===== config.mk =====
export PLATFORM = sky130hd
export DESIGN_NAME = pwm_gen
export DESIGN_NICKNAME = d
export VERILOG_FILES = /design/src/rtl/pwm_pkg.sv /design/src/rtl/pwm_control.sv /design/src/rtl/pwm_datapath.sv /design/src/rtl/pwm_gen.sv
export SDC_FILE = /design/constraint.sdc
export NUM_CORES = 1
export LEC_CHECK = 0
export CAP_MARGIN = 20
export CORE_ASPECT_RATIO = 0.9
export CORE_MARGIN = 2
export CORE_UTILIZATION = 39
export DETAILED_ROUTE_END_ITERATION = 10
export DONT_BUFFER_PORTS = 1
export PLACE_DENSITY = 0.52
export SETUP_SLACK_MARGIN = 0.5
export SYNTH_ARGS = -nofsm -noshare
export SYNTH_HDL_FRONTEND = slang
export SYNTH_SLANG_ARGS = --single-unit

===== constraint.sdc =====
create_clock -name clk -period 2.4 [get_ports clk]
set_input_delay 0 -clock clk [delete_from_list [all_inputs] [get_ports clk]]
set_output_delay 0 -clock clk [all_outputs]
set_load 0.03 [all_outputs]

===== src/rtl/pwm_pkg.sv =====
package pwm_pkg;
  localparam int ADDR_W = 2;
  localparam logic [ADDR_W-1:0] ADDR_PERIOD  = 2'd0;
  localparam logic [ADDR_W-1:0] ADDR_DUTY_HI = 2'd1;
  localparam logic [ADDR_W-1:0] ADDR_CTRL    = 2'd2;

  // strobes from the control unit to the datapath
  typedef struct packed {
    logic hold;      // block disabled: clear time base and output
    logic advSub;    // advance the sub-count
    logic advTimer;  // advance the 8-bit timer
    logic restart;   // period end: clear timer, load shadow duty
    logic setOut;    // drive output high
    logic clrOut;    // drive output low
  } pwmStrobe_t;
endpackage


===== src/rtl/pwm_control.sv =====
module pwm_control
  import pwm_pkg::*;
(
  input  logic       enable,
  input  logic       tickEn,
  input  logic       subAtMax,
  input  logic       timerAtPeriod,
  input  logic       nextHitsDuty,
  input  logic       pendingNonZero,
  output pwmStrobe_t stb
);
  logic carry;

  always_comb begin
    stb          = '0;
    stb.hold     = !enable;
    stb.advSub   = enable && tickEn;
    carry        = stb.advSub && subAtMax;
    stb.restart  = carry && timerAtPeriod;
    stb.advTimer = carry && !timerAtPeriod;
    stb.setOut   = stb.restart && pendingNonZero;
    stb.clrOut   = stb.hold
                || (stb.restart && !pendingNonZero)
                || (stb.advSub && !stb.restart && nextHitsDuty);
  end
endmodule


===== src/rtl/pwm_datapath.sv =====
module pwm_datapath
  import pwm_pkg::*;
#(
  parameter int TIMER_W = 8,
  parameter int SUB_W   = 2,
  parameter int DUTY_W  = TIMER_W + SUB_W
)(
  input  logic               clk,
  input  logic               rstN,
  input  logic               wrEn,
  input  logic [ADDR_W-1:0]  wrAddr,
  input  logic [TIMER_W-1:0] wrData,
  input  pwmStrobe_t         stb,
  output logic               enable,
  output logic               subAtMax,
  output logic               timerAtPeriod,
  output logic               nextHitsDuty,
  output logic               pendingNonZero,
  output logic [DUTY_W-1:0]  timeBase,
  output logic [DUTY_W-1:0]  shadowDuty,
  output logic               pwmOut
);
  localparam logic [SUB_W-1:0]   SUB_MAX  = '1;
  localparam logic [DUTY_W-1:0]  TB_ONE   = DUTY_W'(1);
  localparam logic [TIMER_W-1:0] TMR_ONE  = TIMER_W'(1);
  localparam int                 EN_BIT   = SUB_W;

  logic [TIMER_W-1:0] periodQ, dutyHiQ, timerQ;
  logic [SUB_W-1:0]   dutyLoQ, subQ;
  logic [DUTY_W-1:0]  shadowQ, pendingDuty, tbNext;
  logic               enableQ, outQ;

  // register file
  always_ff @(posedge clk or negedge rstN) begin
    if (!rstN) begin
      periodQ <= '0;
      dutyHiQ <= '0;
      dutyLoQ <= '0;
      enableQ <= 1'b0;
    end else if (wrEn) begin
      case (wrAddr)
        ADDR_PERIOD:  periodQ <= wrData;
        ADDR_DUTY_HI: dutyHiQ <= wrData;
        ADDR_CTRL: begin
          dutyLoQ <= wrData[SUB_W-1:0];
          enableQ <= wrData[EN_BIT];
        end
        default: ;
      endcase
    end
  end

  // time base and shadow duty
  always_ff @(posedge clk or negedge rstN) begin
    if (!rstN) begin
      timerQ  <= '0;
      subQ    <= '0;
      shadowQ <= '0;
    end else if (stb.hold) begin
      timerQ <= '0;
      subQ   <= '0;
    end else begin
      if (stb.advSub)   subQ   <= subQ + 1'b1;
      if (stb.advTimer) timerQ <= timerQ + TMR_ONE;
      if (stb.restart) begin
        timerQ  <= '0;
        shadowQ <= pendingDuty;
      end
    end
  end

  // output latch
  always_ff @(posedge clk or negedge rstN) begin
    if (!rstN)            outQ <= 1'b0;
    else if (stb.clrOut)  outQ <= 1'b0;
    else if (stb.setOut)  outQ <= 1'b1;
  end

  assign pendingDuty    = {dutyHiQ, dutyLoQ};
  assign timeBase       = {timerQ, subQ};
  assign tbNext         = timeBase + TB_ONE;
  assign enable         = enableQ;
  assign subAtMax       = (subQ == SUB_MAX);
  assign timerAtPeriod  = (timerQ == periodQ);
  assign nextHitsDuty   = (tbNext == shadowQ);
  assign pendingNonZero = (pendingDuty != '0);
  assign shadowDuty     = shadowQ;
  assign pwmOut         = outQ;
endmodule


===== src/rtl/pwm_gen.sv =====
module pwm_gen
  import pwm_pkg::*;
#(
  parameter int TIMER_W = 8,
  parameter int SUB_W   = 2
)(
  input  logic               clk,
  input  logic               rstN,
  input  logic               wrEn,
  input  logic [ADDR_W-1:0]  wrAddr,
  input  logic [TIMER_W-1:0] wrData,
  input  logic               tickEn,
  output logic               pwmOut
);
  localparam int DUTY_W = TIMER_W + SUB_W;

  pwmStrobe_t        stb;
  logic              ctrlEnable, subAtMax, timerAtPeriod, nextHitsDuty, pendingNonZero;
  logic [DUTY_W-1:0] timeBase, shadowDuty;

  pwm_control i_ctrl (
    .enable        (ctrlEnable),
    .tickEn        (tickEn),
    .subAtMax      (subAtMax),
    .timerAtPeriod (timerAtPeriod),
    .nextHitsDuty  (nextHitsDuty),
    .pendingNonZero(pendingNonZero),
    .stb           (stb)
  );

  pwm_datapath #(.TIMER_W(TIMER_W), .SUB_W(SUB_W), .DUTY_W(DUTY_W)) i_dp (
    .clk           (clk),
    .rstN          (rstN),
    .wrEn          (wrEn),
    .wrAddr        (wrAddr),
    .wrData        (wrData),
    .stb           (stb),
    .enable        (ctrlEnable),
    .subAtMax      (subAtMax),
    .timerAtPeriod (timerAtPeriod),
    .nextHitsDuty  (nextHitsDuty),
    .pendingNonZero(pendingNonZero),
    .timeBase      (timeBase),
    .shadowDuty    (shadowDuty),
    .pwmOut        (pwmOut)
  );
endmodule


==> metrics.yaml <==
status: "completed"
synth.avg_cell_area_um2: 11.7
pin_count: 15
yosys.area_share.adder_pct: 1.83
cp.required_ns: 2.56
hp-class: "input port to register"
grt_max_degree: 41
grt_util_all_layers_pct: 17.4
synthMostInstantiatedCell: "dfrtp_1"
ys_types: 38
num-nets-final: 222
area_delta_synth_final_pct: 26.9
avgRoutedWirePerCell_um: 17.3
die_h_um: 72.8
via_per_inst: 5.46
skew_ns: 0.00690
max_clock_freq_mhz: 496
syn_inst: 176
rows: 25
synthTopCellsByArea: "dfrtp_1 49%, mux2_2 12%, xor2_1 6.0%, xnor2_1 4.7%, mux2_1 4.4%"
vias: 1485
cts_buffers: 5
finalWorstSetupSlack_ns: 0.382
dp_slack_ns: 0.321
crit_path_start_kind: "register"
yosys.area.top_type: "dfrtp_1"
power_mw: 1.72
ctsRootBufferMaster: "clkbuf_8"
seq_area_frac_synth_pct: 48.8
rsz0062_at_grt: "true"
cts_tree: "yes"
insertion_delay_ns: 0.29
synth-edff-count: 0
fin_crit_sh_pct: 84.1
leakagePower_nw: 1.11
max-clock-path-buffers: 2
start_util_pct: 39.8
clk_pin_slew_worst_paths_ns: 0.08
ys.warnings.count: 0
wirelength_um: 4720
peakVddDrop_uv: 386
dp_hpwl_um: 3210
drtIter0Drc: 143
power_per_cell_area_nw_per_um2: 661
dr.pass1.iters: 4
async_flop_share_pct: 100
insertedDiodeCount: 0
grt-ovfl-total: 0
antenna_found_initial: 0
max-slew-margin-rel_pct: 56.1
synth.top_cell.area_share_pct: 48.8
synth_compound_area_share_pct: 7.07
crit_path_end_kind: "register"
setup_viol: 0
die_area_um2: 5860
synth_top_family_by_area: "multiplexers"
setup-tns-final_ns: 0
hold_slack_ns: 0.0560
place_congestion: 0.926
worst_pin_slew_ns: 0.656
drtAntennaViolNets: 0
hold_violations: 0
worstSetupPathType: "register to register"
core_area_um2: 5160
maxSlewViolCount: 0
die-width_um: 80.5
clock_sinks: 40
synth_common_cells: "40 x dfrtp_1, 21 x mux2_2, 14 x xor2_1, 11 x nand2_1, 11 x xnor2_1"
synth_xor_area_share_pct: 10.7
cap_viol_max_count: 0
finalCriticalPeriod_ns: 2.02
cp_max_fo: 5
synthSimpleGateAreaFrac_pct: 12.6
yosys_register_bits: 40
netlist_area_um2: 2050
synth.area.mux_share_pct: 16.9
htree_levels: 2
ys.flop_type: "dfrtp_1"
drc_errors: 0
grt_pass1_wl_um: 7590
crit_arrival_ns: 2.18
synth_nets: 193
numPortBuffers: 0
drive_above_1_share_pct: 33.7
grt_pass1_vias: 1491
metal layers:
metal | GRT usage [%] | share of wire (%)
met5 | 0 | 0
met3 | 5.07 | 4.8
met4 | 6.03 | 1.9
met1 | 23.7 | 44
met2 | 26.6 | 49
state kept, by name, summed over array words and instances (netlist names):
name	cells
i_dp.shadowDuty	10
i_dp.dutyHiQ	8
i_dp.periodQ	8
i_dp.timerQ	8
i_dp.dutyLoQ	2
i_dp.subQ	2
i_dp.enable	1
i_dp.pwmOut	1
worst paths after layout:
check                                             from                        endpoint  slack [ns]  cells past startpoint
max                           i_dp.subQ[1]$_DFFE_PN0P_         i_dp.pwmOut$_DFFE_PN0P_        0.38                      6
max in group asynchronous                         rstN      i_dp.timerQ[4]$_DFFE_PN0P_        2.00                      2
min in group asynchronous                         rstN        i_dp.subQ[0]$_DFFE_PN0P_        0.17                      2
min reg2reg                i_dp.dutyHiQ[6]$_DFFE_PN0P_  i_dp.shadowDuty[8]$_DFFE_PN0P_        0.51                      1
max reg2reg                   i_dp.subQ[1]$_DFFE_PN0P_         i_dp.pwmOut$_DFFE_PN0P_        0.38                      6
min                                          wrAddr[1]     i_dp.periodQ[1]$_DFFE_PN0P_        0.06                      2
cell type report:
type	count	area [um2]
clock buffers	5	68.8
clock inverters	2	60.1
fillers	471	2560
inverters	2	7.51
multi-input cells	126	1110
flip-flops and latches	40	1010
well taps	67	83.8
repair buffers	30	263
cells in the final DEF (no fill, tap or decap), types with 2 or more instances in the layout:
| master | count |
|---|---|
| nor2_1 | 2 |
| nand3_1 | 7 |
| dfrtp_2 | 7 |
| o21ai_0 | 4 |
| a21oi_1 | 5 |
| xnor2_1 | 9 |
| dlygate4sd3_1 | 10 |
| bufinv_16 | 2 |
| inv_1 | 2 |
| nand3b_1 | 3 |
| ha_4 | 2 |
| xnor2_2 | 2 |
| mux2_1 | 8 |
| mux2_2 | 21 |
| clkbuf_8 | 5 |
| nand4_1 | 4 |
| nand3_2 | 2 |
| dfrtp_1 | 33 |
| and2_1 | 3 |
| xor2_1 | 14 |
| and3_1 | 2 |
| buf_4 | 19 |
| mux2i_1 | 2 |
| or4_1 | 2 |
| a31oi_1 | 2 |
| nand2_1 | 11 |
cells by family (layout without fill, tap and decap cells):
kind of cell	after synthesis	in the layout
xor+xnor	25	25
mux	31	31
simple gates	46	46
compound gates	21	21
fa+ha+maj	3	3
flops	40	40
buf+inv	10	39
report_power, final:
part	switching [mW]	leakage, nW	total, mW	internal (mW)
logic	0.121	0.537	0.269	0.148
registers	0.0675	0.506	0.811	0.744
clock network	0.232	0.0642	0.642	0.409
repair_timing:
item	in CTS	in global routing
resized for setup	8	10
setup endpoints to repair	13	18
pin swaps	0	6
endpoints found under the hold margin	63	0
hold buffers	11	0
buffers inserted	3	12
critical path, cell delays in order (launching register included):
cell and delay [ns]:
dfrtp_2 0.48, ha_4 0.20, xnor2_2 0.14, xnor2_1 0.13
or4_4 0.55, a2111oi_4 0.29, o22ai_1 0.11
stage by stage:
stage               utilization [%]  instances  area [um2]
global route                   50.5        272        2610
finish                         50.5        272        2610
global placement               41.8        239        2160
CTS                            47.4        260        2450
detailed placement             41.8        239        2160
floorplan                         -        176        2090
No activity file was read; power rests on OpenSTA's default activity.
